===== src/rtl/asram_pkg.sv =====
package asram_pkg;

    typedef enum logic [2:0] {
        ST_IDLE,
        ST_RD_ACCESS,
        ST_WR_SETUP,
        ST_WR_STROBE,
        ST_WR_HOLD
    } ctrl_state_t;

    typedef struct packed {
        logic ce_n;
        logic we_n;
        logic oe_n;
        logic dq_oe;
    } pin_ctl_t;

    localparam pin_ctl_t PINS_QUIET = '{ce_n: 1'b1, we_n: 1'b1, oe_n: 1'b1, dq_oe: 1'b0};

endpackage


===== src/rtl/asram_phase_timer.sv =====
module asram_phase_timer #(
    parameter int CNT_W = 2
) (
    input  logic             clk,
    input  logic             rst_n,
    input  logic             restart,
    input  logic [CNT_W-1:0] limit,
    output logic             last
);
    logic [CNT_W-1:0] cnt_q;

    always_ff @(posedge clk) begin
        if (!rst_n) begin
            cnt_q <= '0;
        end else if (restart) begin
            cnt_q <= '0;
        end else begin
            cnt_q <= cnt_q + CNT_W'(1);
        end
    end

    // Marks the final cycle of the current phase.
    assign last = (cnt_q == limit - CNT_W'(1));

endmodule


===== src/rtl/asram_datapath.sv =====
module asram_datapath #(
    parameter int ADDR_W = 17,
    parameter int DATA_W = 8
) (
    input  logic              clk,
    input  logic              rst_n,
    input  logic              load,
    input  logic [ADDR_W-1:0] load_addr,
    input  logic [DATA_W-1:0] load_wdata,
    input  logic              capture,
    input  logic [DATA_W-1:0] dq_in,
    output logic [ADDR_W-1:0] addr_q,
    output logic [DATA_W-1:0] wdata_q,
    output logic [DATA_W-1:0] rdata_q
);
    always_ff @(posedge clk) begin
        if (!rst_n) begin
            addr_q  <= '0;
            wdata_q <= '0;
        end else if (load) begin
            addr_q  <= load_addr;
            wdata_q <= load_wdata;
        end
    end

    always_ff @(posedge clk) begin
        if (!rst_n) begin
            rdata_q <= '0;
        end else if (capture) begin
            rdata_q <= dq_in;
        end
    end

    // the read byte only moves on a capture.
    assert_rdata_hold_R7: assert property (@(posedge clk) disable iff (!rst_n)
        !$past(capture) |-> $stable(rdata_q));

    // the address only moves on a load.
    assert_addr_hold_R5: assert property (@(posedge clk) disable iff (!rst_n)
        !$past(load) |-> $stable(addr_q));

endmodule


===== src/rtl/asram_port_ctrl.sv =====
module asram_port_ctrl
    import asram_pkg::*;
#(
    parameter int ADDR_W       = 17,
    parameter int DATA_W       = 8,
    parameter int RD_CYC       = 2,
    parameter int WR_SETUP_CYC = 1,
    parameter int WR_PULSE_CYC = 2,
    parameter int WR_HOLD_CYC  = 1
) (
    input  logic              clk,
    input  logic              rst_n,
    input  logic              req_valid,
    input  logic              req_write,
    input  logic [ADDR_W-1:0] req_addr,
    input  logic [DATA_W-1:0] req_wdata,
    output logic              req_ready,
    output logic              ack,
    output logic [DATA_W-1:0] rsp_rdata,
    output logic              mem_ce_n,
    output logic              mem_we_n,
    output logic              mem_oe_n,
    output logic [ADDR_W-1:0] mem_addr,
    output logic [DATA_W-1:0] mem_dq_out,
    output logic              mem_dq_oe,
    input  logic [DATA_W-1:0] mem_dq_in
);
    localparam int MAX_AB  = (RD_CYC > WR_SETUP_CYC) ? RD_CYC : WR_SETUP_CYC;
    localparam int MAX_CD  = (WR_PULSE_CYC > WR_HOLD_CYC) ? WR_PULSE_CYC : WR_HOLD_CYC;
    localparam int MAX_CYC = (MAX_AB > MAX_CD) ? MAX_AB : MAX_CD;
    localparam int CNT_W   = $clog2(MAX_CYC + 1);

    ctrl_state_t      state_q, state_d;
    pin_ctl_t         pins;
    logic             ack_q;
    logic             accept;
    logic             phase_last;
    logic             phase_restart;
    logic             capture;
    logic [CNT_W-1:0] phase_limit;

    assign accept        = (state_q == ST_IDLE) && req_valid;
    assign phase_restart = (state_d != state_q);
    assign capture       = (state_q == ST_RD_ACCESS) && phase_last;

    // State register and completion pulse
    always_ff @(posedge clk) begin
        if (!rst_n) begin
            state_q <= ST_IDLE;
            ack_q   <= 1'b0;
        end else begin
            state_q <= state_d;
            ack_q   <= (state_q != ST_IDLE) && (state_d == ST_IDLE);
        end
    end

    // Next-state logic
    always_comb begin
        state_d = state_q;
        unique case (state_q)
            ST_IDLE:      if (req_valid) state_d = req_write ? ST_WR_SETUP : ST_RD_ACCESS;
            ST_RD_ACCESS: if (phase_last) state_d = ST_IDLE;
            ST_WR_SETUP:  if (phase_last) state_d = ST_WR_STROBE;
            ST_WR_STROBE: if (phase_last) state_d = ST_WR_HOLD;
            ST_WR_HOLD:   if (phase_last) state_d = ST_IDLE;
            default:      state_d = ST_IDLE;
        endcase
    end

    // Phase length per state
    always_comb begin
        phase_limit = CNT_W'(1);
        unique case (state_q)
            ST_RD_ACCESS: phase_limit = CNT_W'(RD_CYC);
            ST_WR_SETUP:  phase_limit = CNT_W'(WR_SETUP_CYC);
            ST_WR_STROBE: phase_limit = CNT_W'(WR_PULSE_CYC);
            ST_WR_HOLD:   phase_limit = CNT_W'(WR_HOLD_CYC);
            default:      phase_limit = CNT_W'(1);
        endcase
    end

    // Output decode
    always_comb begin
        pins = PINS_QUIET;
        unique case (state_q)
            ST_IDLE:      pins = PINS_QUIET;
            ST_RD_ACCESS: pins = '{ce_n: 1'b0, we_n: 1'b1, oe_n: 1'b0, dq_oe: 1'b0};
            ST_WR_SETUP:  pins = '{ce_n: 1'b0, we_n: 1'b1, oe_n: 1'b1, dq_oe: 1'b0};
            ST_WR_STROBE: pins = '{ce_n: 1'b0, we_n: 1'b0, oe_n: 1'b1, dq_oe: 1'b1};
            ST_WR_HOLD:   pins = '{ce_n: 1'b0, we_n: 1'b1, oe_n: 1'b1, dq_oe: 1'b1};
            default:      pins = PINS_QUIET;
        endcase
    end

    assign mem_ce_n  = pins.ce_n;
    assign mem_we_n  = pins.we_n;
    assign mem_oe_n  = pins.oe_n;
    assign mem_dq_oe = pins.dq_oe;
    assign req_ready = (state_q == ST_IDLE);
    assign ack       = ack_q;

    asram_phase_timer #(.CNT_W(CNT_W)) u_timer (
        .clk     (clk),
        .rst_n   (rst_n),
        .restart (phase_restart),
        .limit   (phase_limit),
        .last    (phase_last)
    );

    asram_datapath #(.ADDR_W(ADDR_W), .DATA_W(DATA_W)) u_path (
        .clk        (clk),
        .rst_n      (rst_n),
        .load       (accept),
        .load_addr  (req_addr),
        .load_wdata (req_wdata),
        .capture    (capture),
        .dq_in      (mem_dq_in),
        .addr_q     (mem_addr),
        .wdata_q    (mem_dq_out),
        .rdata_q    (rsp_rdata)
    );

    assert_idle_quiet_R1: assert property (@(posedge clk) disable iff (!rst_n)
        req_ready |-> (mem_ce_n && mem_we_n && mem_oe_n && !mem_dq_oe));

    assert_no_bus_fight_R6: assert property (@(posedge clk) disable iff (!rst_n)
        mem_dq_oe |-> mem_oe_n);

    assert_turnaround_first_R6: assert property (@(posedge clk) disable iff (!rst_n)
        $rose(mem_dq_oe) |-> $past(!mem_ce_n && mem_oe_n && mem_we_n));

    assert_read_strobes_R3: assert property (@(posedge clk) disable iff (!rst_n)
        !mem_oe_n |-> (!mem_ce_n && mem_we_n));

    assert_pulse_has_data_R4: assert property (@(posedge clk) disable iff (!rst_n)
        !mem_we_n |-> (mem_dq_oe && !mem_ce_n));

    assert_commit_edge_R5: assert property (@(posedge clk) disable iff (!rst_n)
        $rose(mem_we_n) |-> (!mem_ce_n && mem_dq_oe && $stable(mem_dq_out) && $stable(mem_addr)));

    assert_addr_stable_R5: assert property (@(posedge clk) disable iff (!rst_n)
        (!mem_ce_n && $past(!mem_ce_n)) |-> $stable(mem_addr));

    assert_ack_pulse_R7: assert property (@(posedge clk) disable iff (!rst_n)
        ack |=> !ack);

    assert_busy_ignores_R2: assert property (@(posedge clk) disable iff (!rst_n)
        (!req_ready && req_valid) |=> $stable(mem_addr));

endmodule


===== config.mk =====
export PLATFORM = sky130hd
export DESIGN_NAME = asram_port_ctrl
export DESIGN_NICKNAME = d
export VERILOG_FILES = /design/src/rtl/asram_pkg.sv /design/src/rtl/asram_phase_timer.sv /design/src/rtl/asram_datapath.sv /design/src/rtl/asram_port_ctrl.sv
export SDC_FILE = /design/constraint.sdc
export NUM_CORES = 1
export LEC_CHECK = 0
export CAP_MARGIN = 40
export CORE_MARGIN = 3
export CORE_UTILIZATION = 32
export CTS_BUF_LIST = sky130_fd_sc_hd__clkbuf_8
export CTS_CLUSTER_SIZE = 10
export DETAILED_ROUTE_END_ITERATION = 16
export PLACE_DENSITY = 0.68
export SYNTH_ARGS = -nofsm -noshare
export SYNTH_HDL_FRONTEND = slang
export SYNTH_SLANG_ARGS = --single-unit

===== constraint.sdc =====
create_clock -name clk -period 3 [get_ports clk]
set_input_delay 0.75 -clock clk [delete_from_list [all_inputs] [get_ports clk]]
set_output_delay 0.75 -clock clk [all_outputs]
set_load 0.01 [all_outputs]

* Word level (Yosys, flattened, before mapping)
Cells that the tools add are included.
** Operators by class
- Reduce and logical (&&, ||, !) cells :: 9
- Add/sub/neg operators :: 2
- Bitwise gates (word level) :: 1
- Multiplexer cells :: 8
- Eq/ne operators :: 6
** Operator list (number)
- 4-bit case mux with 4 select lines :: 1
- 3-bit 2-to-1 mux :: 4
- 3-bit case mux with 4 select lines :: 1
- 3-bit by 2-bit equality test with 1-bit output, second input constant :: 2
- 3-bit logical NOT :: 2
- 2-bit OR reduction :: 3
- 2-bit 2-to-1 mux :: 2
- 3-bit by 1-bit equality test with 1-bit output, second input constant :: 1
- 3-bit equality test, second input constant :: 1
- 1-bit logical AND :: 3
- 3-bit != test :: 1
- 3-bit nonzero test :: 1
- 2-bit by 1-bit adder with 2-bit output, second input constant :: 1
- 2-bit equality test :: 1
- 2-bit by 1-bit subtractor with 2-bit output, second input constant :: 1
- 1-bit NOT :: 1
** Word-level totals
- Input port bits :: 37
- Output and inout port bits :: 39
- Word-level logic and storage cells :: 32
- Bits in registers :: 39

* Logic depth before layout (Yosys ltp)
Gate-level depths: netlist (run 1).
- Depth after elaboration :: 9
- Gate-level depth with buffers :: 6
- Mapped depth without buffers :: 4

* Modules after synthesis
From an unflattened synthesis (run 1), not the netlist that was laid out.
** Unflattened totals
- Cell total of the unflattened synthesis :: 152
- Area total of the unflattened synthesis :: 1656.6 um^2
** By module, submodules not included
- asram_datapath :: cells each 106, area each 1267.5 um^2, instances 1, sequential area each 660.6 um^2
- asram_port_ctrl :: cells each 36, area each 294.0 um^2, instances 1, sequential area each 80.1 um^2
- asram_phase_timer :: cells each 10, area each 95.1 um^2, instances 1, sequential area each 40.0 um^2

* Worst setup path before layout (run 1)
Ideal clock, no wire load.
- Path type :: reg-to-output
- Start point :: register state_q[0]
- End point :: output mem_dq_oe
- Slack :: 1.355 ns
- Stages on the path, launching flop included :: 5
- Data arrival time :: 0.895 ns
- Data required time :: 2.250 ns
- Path buffers :: 1
- Cell sequence :: dfxtp_1 -> buf_4 -> nor2b_4 -> nand2_1 -> o21ai_0
** On the way
- Cells in the longest elaborated chain, start to end :: 2
- Elaborated cells on any way between the ends :: 5
- Those cells by class :: 4 x eq/ne; 1 x mux
** Ends and longest elaborated chain
- from (decl) :: line asram_port_ctrl.sv:33 : ctrl_state_t state_q, state_d;
- from (signal assigned) :: line asram_port_ctrl.sv:52 : state_q <= state_d;
- 3-bit equality test (tied with other cells) :: line asram_port_ctrl.sv:85 : unique case (state_q)
- 4-bit case mux with 4 select lines (*) :: line asram_port_ctrl.sv:85
- to (decl) :: line asram_port_ctrl.sv:25 : output logic mem_dq_oe,
Every way passes the cells marked *; elsewhere a longest branch is shown, timed or not.

* Worst setup path in the final report (run 1)
Same ends and word-level chain as after synthesis.

==> results.py, run 1 <==
metrics = {
    "outcome": {
        "run_status": "finished clean",
    },
    "placement": {
        "placed_area_sq_um": 2400,
        "post-dp-hpwl_microns": 2820,
        "place_ws_ns": 0.634,
        "io_buffers": 75,
        "place.gp.congestion": 0.823,
    },
    "detailed_routing": {
        "ant_nets": 0,
        "drt-wirelength-per-cell_microns": 11.9,
        "drtIter0Drc": 38,
        "vias": 1473,
        "via_per_inst": 4.50,
        "first_pass_iters": 4,
        "drc": 0,
        "routed_wl_microns": 3890,
    },
    "clocking": {
        "postCtsHoldBufs": 0,
        "clock-sinks": 39,
        "clockRootBuffer": "clkbuf_8",
        "cts_setup_buffers": 0,
        "clk_pin_slew_ns": 0.07,
        "htree_levels": 2,
        "clk_latency_ns": 0.28,
        "ctsResizeCount": 0,
        "cts_tree": "done",
        "clockBufferDepth": 2,
        "cts-buffers-inserted": 5,
    },
    "pwr": {
        "intPower_mw": 0.871,
        "combinationalPowerShare": 0.234,
        "clkPwrFrac": 0.276,
        "swShare": 0.271,
        "seqPwrFrac": 0.490,
        "p_switching_mw": 0.323,
        "power_density_nw_per_um2": 480,
        "p_leak_nw": 0.963,
        "peakVddDrop_mv": 0.181,
    },
    "floorplan": {
        "start_util": 0.337,
        "rows": 25,
        "die_area_sq_um": 5970,
        "die_height_microns": 77.3,
        "core_area_sq_um": 4820,
        "ios": 76,
        "die_w_microns": 77.3,
    },
    "global_routing": {
        "grt_usage": 0.132,
        "grt.overflow.total": 0,
        "grt_first_pass_wirelength_microns": 6450,
        "grt_max_degree": 21,
        "grt_pass1_vias": 1377,
        "antenna_found_initial": 0,
    },
    "cells_and_area": {
        "utilization": 0.516,
        "antenna_cells": 0,
        "syn_to_final_growth_pct": 52.9,
        "final_area_sq_um": 2480,
        "final_nets": 296,
        "drive_gt1_frac": 0.0500,
    },
    "timing": {
        "grt_setup_unrepaired": "no",
        "setup_viol": 0,
        "fmax_ghz": 0.386,
        "min_period_ns": 2.59,
        "finalHoldViolations": 0,
        "max-slew-margin-rel": 0.632,
        "fin_worst_skew_ns": 0.00500,
        "period_share": 0.864,
        "tightest_slew_ns": 0.550,
        "maxSlewViolCount": 0,
        "finalHoldWorstSlack_ns": 0.454,
        "setup_tns_ns": 0,
        "final.setup.worst_slack_ns": 0.407,
    },
    "yosys": {
        "syn_area_per_cell_sq_um": 8.74,
        "yosys-top-cells-count": "nand2_1 (53), dfxtp_1 (39), a21boi_1 (25), nor2b_1 (10), mux2i_1 (8)",
        "ys_seq_area_frac": 0.480,
        "ys_warn_count": 0,
        "synth_most_common_cell": "nand2_1",
        "synth.top_cell.area_share": 0.480,
        "synth-main-ff-cell": "dfxtp_1",
        "syn_nets": 223,
        "synth_area_leader_cell": "dfxtp_1",
        "synth_seq_cells": 39,
        "yosysUniqueCellTypes": 29,
        "synth.area.top_cells": "dfxtp_1 (48%), nand2_1 (12%), a21boi_1 (12%), mux2i_1 (4.9%), nor2b_1 (3.8%)",
        "synthArstFlopShare": 0,
        "syn_inst": 186,
        "synth_edf_count": 0,
        "synthesis.area_sq_um": 1630,
    },
    "setup_path": {
        "cp_slowest_stage_delay_ns": 0.56,
        "cp-start-kind": "flip-flop",
        "worstPathCellList": "nor2b_4 > nand2_1 > o21ai_0 > clkdlybuf4s50_1",
        "r2r_cells": 4,
        "r2r_start": "state_q[0]$_SDFF_PN0_",
        "path_buf_inv": 1,
        "slowest_stage": "clkdlybuf4s50_1",
        "reg2reg_to": "u_path.rdata_q[7]$_SDFFE_PN0P_",
        "reg2reg_slack_ns": 1.32,
        "cp_max_fo": 11,
        "critPathRequiredTime_ns": 2.25,
        "arrival_ns": 1.84,
        "critPathTopFamily": "buffers and inverters",
        "critPathCaptureType": "output pin",
        "critical_path_class": "flip-flop to output pin",
    },
    "min_path": {
        "min_from": "u_path.wdata_q[3]$_SDFFE_PN0P_",
        "whs_path_depth": 2,
        "holdPathEnd": "u_path.wdata_q[3]$_SDFFE_PN0P_",
        "min_path_type": "flip-flop to flip-flop",
    },
    "flow_run": {
        "cap_viol_max_count": 0,
    },
}
[area by class of cell]
type	instances	area [sq um]
clock inverter	3	12.5
clock buffer	5	68.8
sequential	39	781
timing repair buffer	79	781
inverter	3	11.3
tap	67	83.8
fill	503	2330
multi-input combinational	131	747
[flip-flops by register name, summed over array words and instances (netlist names)]
| register | cells |
|---|---|
| u_path.addr_q | 17 |
| u_path.wdata_q | 8 |
| u_timer.cnt_q | 2 |
| state_q | 3 |
| ack | 1 |
| u_path.rdata_q | 8 |
[through the flow]
step                cells  total power [mW]
floorplan             186             0.737
global placement      319             0.876
detailed placement    319             0.879
CTS                   327              1.21
global route          327              1.26
finish                327              1.19
[tightest hold or removal path: stages (launching register included)]
cell and delay, ns:
dfxtp_1 0.31, nand2_1 0.05, a21boi_1 0.05
[layer usage]
metal  routed length [microns]  vias to the layer above  GRT usage
met2                      1660                       56      0.195
met4                        34                        0     0.0374
met5                         0                        -          0
met1                      1850                      659      0.173
li1                          -                      754          -
met3                       350                        4     0.0599
[kinds of logic (layout without fill, tap and decap cells)]
family | after synthesis | in the layout | synth area share
buffers and inverters | 16 | 90 | 0.0600
flip-flops | 39 | 39 | 0.480
AND/OR/NAND/NOR | 81 | 81 | 0.226
AO/OA/AOI/OAI | 41 | 41 | 0.179
multiplexers | 8 | 8 | 0.0493
XOR/XNOR | 1 | 1 | 0.00539
[power by group through the flow]
stage                     Sequential, mW  Combinational, mW  Clock [mW]
after floorplan                    0.600              0.137           0
after global placement             0.595              0.281           0
after detailed placement           0.596              0.283           0
after CTS                          0.584              0.284       0.342
after global routing               0.591              0.308       0.364
final                              0.585              0.280       0.330
[worst max-delay path by stage]
stage,endpoint,slack (ns),startpoint,depth (start not counted)
floorplan,mem_dq_oe,1.36,state_q[0]$_SDFF_PN0_,4
global placement,u_path.wdata_q[5]$_SDFFE_PN0P_,0.69,req_valid,6
detailed placement,u_path.addr_q[9]$_SDFFE_PN0P_,0.63,req_valid,6
CTS,mem_dq_oe,0.41,state_q[0]$_SDFF_PN0_,4
global route,mem_dq_oe,0.29,state_q[0]$_SDFF_PN0_,4
finish,mem_dq_oe,0.41,state_q[0]$_SDFF_PN0_,4
[cell usage in the layout (no fill, tap or decap), types with 2 or more instances in the layout]
cell type	instances
clkbuf_8	5
nand2_1	53
a31oi_1	2
nand2b_1	4
buf_4	4
a21boi_1	25
and2_1	2
a21oi_1	3
nor2_1	6
mux2i_1	8
nor2b_1	10
dfxtp_1	39
nor3_1	3
o21ai_0	3
inv_1	5
clkdlybuf4s50_1	75
(Power assumes the default switching activity.)
==> run 2: changes to the inputs <==
ABC_AREA = 1   (was default)
PLACE_DENSITY = 0.69   (was 0.68)
==> results.py, run 2 <==
metrics = {
    "timing": {
        "setup_viol": 0,
        "finalHoldWorstSlack_ns": 0.468,
        "tightest_slew_ns": 0.420,
        "maxSlewViolCount": 0,
        "period_share": 0.857,
        "min_period_ns": 2.57,
        "setup_tns_ns": 0,
        "grt_setup_unrepaired": "no",
        "max-slew-margin-rel": 0.720,
        "fin_worst_skew_ns": 0.000943,
        "fmax_ghz": 0.389,
        "finalHoldViolations": 0,
    },
    "detailed_routing": {
        "drc": 0,
        "routed_wl_microns": 3880,
        "via_per_inst": 4.39,
        "vias": 1542,
        "drtIter0Drc": 81,
        "first_pass_iters": 4,
        "ant_nets": 0,
        "drt-wirelength-per-cell_microns": 11.0,
    },
    "clocking": {
        "clock-sinks": 39,
        "clockRootBuffer": "clkbuf_8",
        "postCtsHoldBufs": 0,
        "clk_latency_ns": 0.28,
        "htree_levels": 2,
        "cts_tree": "done",
        "cts-buffers-inserted": 5,
        "clockBufferDepth": 2,
        "ctsResizeCount": 0,
        "cts_setup_buffers": 0,
        "clk_pin_slew_ns": 0.07,
    },
    "setup_path": {
        "arrival_ns": 1.82,
        "worstPathCellList": "inv_2 > nand2_1 > nor2_1 > inv_1 > o21ai_0 > nor3_1 > clkdlybuf4s50_1",
        "critPathRequiredTime_ns": 2.25,
        "critPathCaptureType": "output pin",
        "cp-start-kind": "flip-flop",
        "cp_slowest_stage_delay_ns": 0.56,
        "path_buf_inv": 3,
        "critPathTopFamily": "buffers and inverters",
        "cp_max_fo": 6,
        "slowest_stage": "clkdlybuf4s50_1",
        "critical_path_class": "flip-flop to output pin",
    },
    "cells_and_area": {
        "mostFrequentLayoutCells": "nor2_1 (80), clkdlybuf4s50_1 (75), dfxtp_1 (39)",
        "antenna_cells": 0,
        "fill_cells": 448,
        "final_common_cell": "nor2_1",
        "drive_gt1_frac": 0.0559,
        "regMostFlops": "u_path.addr_q",
        "top_regs": "u_path.addr_q: 17 flops, u_path.rdata_q: 8 flops, u_path.wdata_q: 8 flops",
        "largest_reg_flops": 17,
        "syn_to_final_growth_pct": 55.3,
        "final_nets": 324,
    },
    "yosys": {
        "syn_area_per_cell_sq_um": 7.34,
        "synth.area.top_cells": "dfxtp_1 (50%), nor2_1 (19%), o21ai_0 (12%), nand2_1 (3.4%), nor2_4 (2.9%)",
        "synth_edf_count": 0,
        "synth-main-ff-cell": "dfxtp_1",
        "ys_seq_area_frac": 0.502,
        "synth_seq_cells": 39,
        "ys_warn_count": 0,
        "synth_most_common_cell": "nor2_1",
        "synth.top_cell.area_share": 0.502,
        "syn_inst": 212,
        "synthesis.area_sq_um": 1560,
        "synthArstFlopShare": 0,
        "syn_nets": 249,
        "yosysUniqueCellTypes": 15,
        "yosys-top-cells-count": "nor2_1 (80), dfxtp_1 (39), o21ai_0 (36), nand2_1 (14), inv_1 (11)",
        "synth_area_leader_cell": "dfxtp_1",
    },
    "floorplan": {
        "die_height_microns": 75.7,
        "die_area_sq_um": 5730,
        "rows": 24,
        "ios": 76,
        "start_util": 0.343,
        "die_w_microns": 75.7,
        "core_area_sq_um": 4530,
    },
    "global_routing": {
        "grt.overflow.total": 0,
        "grt_max_degree": 37,
        "grt_usage": 0.144,
        "grt_first_pass_wirelength_microns": 6400,
        "grt_pass1_vias": 1494,
        "antenna_found_initial": 0,
    },
    "placement": {
        "place.gp.congestion": 0.944,
        "post-dp-hpwl_microns": 2760,
        "io_buffers": 75,
    },
    "pwr": {
        "p_leak_nw": 0.992,
        "power_density_nw_per_um2": 631,
        "peakVddDrop_mv": 0.356,
    },
    "outcome": {
        "run_status": "finished clean",
    },
    "flow_run": {
        "cap_viol_max_count": 0,
    },
    "min_path": {
        "min_path_type": "flip-flop to flip-flop",
    },
}
-- run 2: worst paths after layout --
| kind | startpoint | end | slack, ns | depth (start not counted) |
|---|---|---|---|---|
| min | u_timer.cnt_q[0]$_SDFF_PP0_ | u_timer.cnt_q[0]$_SDFF_PP0_ | 0.47 | 1 |
| min reg2reg | u_timer.cnt_q[0]$_SDFF_PP0_ | u_timer.cnt_q[0]$_SDFF_PP0_ | 0.47 | 1 |
| max | state_q[2]$_SDFF_PN0_ | mem_ce_n | 0.43 | 7 |
| max reg2reg | state_q[0]$_SDFF_PN0_ | u_path.wdata_q[0]$_SDFFE_PN0P_ | 1.58 | 6 |
-- run 2: metrics by stage --
stage	power (mW)	cells	util	area, sq um	setup WS, ns
final	1.52	351	0.533	2410	0.429
after global routing	1.64	351	0.533	2410	0.278
after CTS	1.54	351	0.533	2410	0.425
after detailed placement	1.23	345	0.517	2340	0.743
after global placement	1.23	345	0.517	2340	0.793
after floorplan	0.969	212	-	1560	1.08
-- run 2: kinds of logic (layout without fill, tap and decap cells) --
logic type | after synthesis | in the layout | share of synthesized area
flops | 39 | 39 | 0.502
buf+inv | 23 | 97 | 0.0732
compound gates | 41 | 41 | 0.132
simple gates | 109 | 109 | 0.293
-- run 2: area by class of cell --
cell class / instances / area (sq um) / share of cell area
Clock inverter: 1 / 3.75 / 0.00155
Sequential cell: 39 / 781 / 0.323
Inverter: 14 / 53.8 / 0.0223
Clock buffer: 5 / 68.8 / 0.0285
Multi-Input combinational cell: 150 / 661 / 0.274
Timing Repair Buffer: 77 / 766 / 0.317
Tap cell: 65 / 81.3 / 0.0337
-- run 2: per-layer routing --
| metal | up-vias | wire (microns) | GRT usage |
|---|---|---|---|
| li1 | 817 | - | - |
| met3 | 2 | 248 | 0.0541 |
| met2 | 53 | 1740 | 0.236 |
| met4 | 0 | 17 | 0.0505 |
| met5 | - | 0 | 0 |
| met1 | 670 | 1870 | 0.174 |
-- run 2: report_power, final --
group | leakage (nW) | internal, mW | switching, mW | total (mW)
Clock | 0.0413 | 0.151 | 0.159 | 0.310
Combinational | 0.630 | 0.280 | 0.274 | 0.554
Sequential | 0.321 | 0.605 | 0.0538 | 0.659
==> run 3: changes to the inputs <==
RECOVER_POWER = 100   (was default)
==> results.py, run 3 (synthesized netlist as in run 2, its figures left out) <==
metrics = {
    "setup_path": {
        "critical_path_class": "flip-flop to output pin",
        "cp-start-kind": "flip-flop",
        "cp_max_fo": 8,
        "r2r_start": "state_q[0]$_SDFF_PN0_",
        "critPathRequiredTime_ns": 2.25,
        "reg2reg_slack_ns": 1.57,
        "arrival_ns": 1.90,
        "reg2reg_to": "u_path.addr_q[15]$_SDFFE_PN0P_",
        "critPathCaptureType": "output pin",
        "crit_end": "mem_ce_n",
        "worstSetupStartpoint": "state_q[0]$_SDFF_PN0_",
        "r2r_cells": 6,
    },
    "floorplan": {
        "die_height_microns": 75.7,
        "die_area_sq_um": 5730,
        "rows": 24,
        "ios": 76,
        "die_w_microns": 75.7,
        "core_area_sq_um": 4530,
        "start_util": 0.343,
    },
    "cells_and_area": {
        "fill_cells": 447,
        "final_common_cell": "nor2_1",
        "seq_area_sq_um": 781,
        "antenna_cells": 0,
        "mostFrequentLayoutCells": "nor2_1 (80), dlygate4sd3_1 (40), dfxtp_1 (39)",
        "syn_to_final_growth_pct": 55.0,
        "top_regs": "u_path.addr_q: 17 flops, u_path.rdata_q: 8 flops, u_path.wdata_q: 8 flops",
        "utilization": 0.532,
        "largest_reg_flops": 17,
        "final_area_sq_um": 2410,
        "final_nets": 324,
        "drive_gt1_frac": 0.0524,
        "multiInputGateArea_sq_um": 661,
        "regMostFlops": "u_path.addr_q",
    },
    "clocking": {
        "cts_tree": "done",
        "clockRootBuffer": "clkbuf_8",
        "clk_latency_ns": 0.28,
        "cts-buffers-inserted": 5,
        "clock-sinks": 39,
        "clockBufferDepth": 2,
        "cts_setup_buffers": 0,
        "clk_pin_slew_ns": 0.07,
        "postCtsHoldBufs": 0,
        "htree_levels": 2,
        "ctsResizeCount": 0,
    },
    "detailed_routing": {
        "met1_length_microns": 1790,
        "drc": 0,
        "drtIter0Drc": 76,
        "top_layer_used": "met4",
        "vias": 1542,
        "via_per_inst": 4.39,
        "drt-wirelength-per-cell_microns": 11.0,
        "dr_wl_met2_microns": 1740,
        "ant_nets": 0,
        "routed_wl_microns": 3870,
        "first_pass_iters": 4,
        "dr_wl_met3_microns": 302,
    },
    "global_routing": {
        "grt.overflow.total": 0,
        "grt_first_pass_wirelength_microns": 6400,
        "grt_max_degree": 37,
        "grt_pass1_vias": 1494,
        "antenna_found_initial": 0,
        "grt_usage": 0.144,
    },
    "timing": {
        "tightest_slew_ns": 1.30,
        "setup_viol": 0,
        "finalHoldViolations": 0,
        "grt_setup_unrepaired": "no",
        "max-slew-margin-rel": 0.134,
        "final.setup.worst_slack_ns": 0.349,
        "fin_worst_skew_ns": 0.000758,
        "setup_tns_ns": 0,
        "period_share": 0.884,
        "fmax_ghz": 0.377,
        "maxSlewViolCount": 0,
        "min_period_ns": 2.65,
    },
    "pwr": {
        "p_leak_nw": 1.08,
        "power_density_nw_per_um2": 617,
        "peakVddDrop_mv": 0.351,
        "power.total_mw": 1.49,
    },
    "placement": {
        "io_buffers": 75,
        "placed_area_sq_um": 2340,
        "place.gp.congestion": 0.944,
        "post-dp-hpwl_microns": 2760,
        "place_ws_ns": 0.743,
    },
    "min_path": {
        "min_path_type": "flip-flop to flip-flop",
    },
    "flow_run": {
        "cap_viol_max_count": 0,
    },
    "outcome": {
        "run_status": "finished clean",
    },
}
## run 3: worst min-delay path by stage
stage                           startpoint                     endpoint  slack [ns]  cells past startpoint
4_1_cts        u_timer.cnt_q[0]$_SDFF_PP0_  u_timer.cnt_q[0]$_SDFF_PP0_        0.47                      1
3_5_place_dp   u_timer.cnt_q[0]$_SDFF_PP0_  u_timer.cnt_q[0]$_SDFF_PP0_        0.46                      1
5_1_grt        u_timer.cnt_q[0]$_SDFF_PP0_  u_timer.cnt_q[0]$_SDFF_PP0_        0.49                      1
2_1_floorplan  u_timer.cnt_q[0]$_SDFF_PP0_  u_timer.cnt_q[0]$_SDFF_PP0_        0.43                      1
3_3_place_gp   u_timer.cnt_q[0]$_SDFF_PP0_  u_timer.cnt_q[0]$_SDFF_PP0_        0.45                      1
6_report       u_timer.cnt_q[0]$_SDFF_PP0_  u_timer.cnt_q[0]$_SDFF_PP0_        0.47                      1
## run 3: layout make-up
cell class,instances,share of cell area
multi-input cells,150,0.274
repair buffers,77,0.316
inverters,14,0.0223
clock buffers,5,0.0285
flip-flops and latches,39,0.324
clock inverters,1,0.00156
well taps,65,0.0337
## run 3: worst max-delay path, stage by stage (launching register included)
cell           delay, ns
dfxtp_1             0.50
inv_1               0.13
nor2_1              0.16
inv_1               0.07
o21ai_0             0.10
nor3_1              0.07
dlygate4sd3_1       0.60
## run 3: metrics by stage
stage / std cells / hold slack [ns]
final: 351 / 0.467
after global routing: 351 / 0.494
after CTS: 351 / 0.473
after detailed placement: 345 / 0.457
after global placement: 345 / 0.455
after floorplan: 212 / 0.426
## run 3: power by group
group | total, mW | internal [mW] | switching, mW
sequential | 0.655 | 0.605 | 0.0502
clock | 0.311 | 0.151 | 0.160
combinational | 0.520 | 0.247 | 0.274
## run 3: routing by layer
metal	global-route usage	vias up
li1	-	814
met1	0.174	665
met2	0.236	58
met3	0.0541	5
met4	0.0505	0
met5	0	-
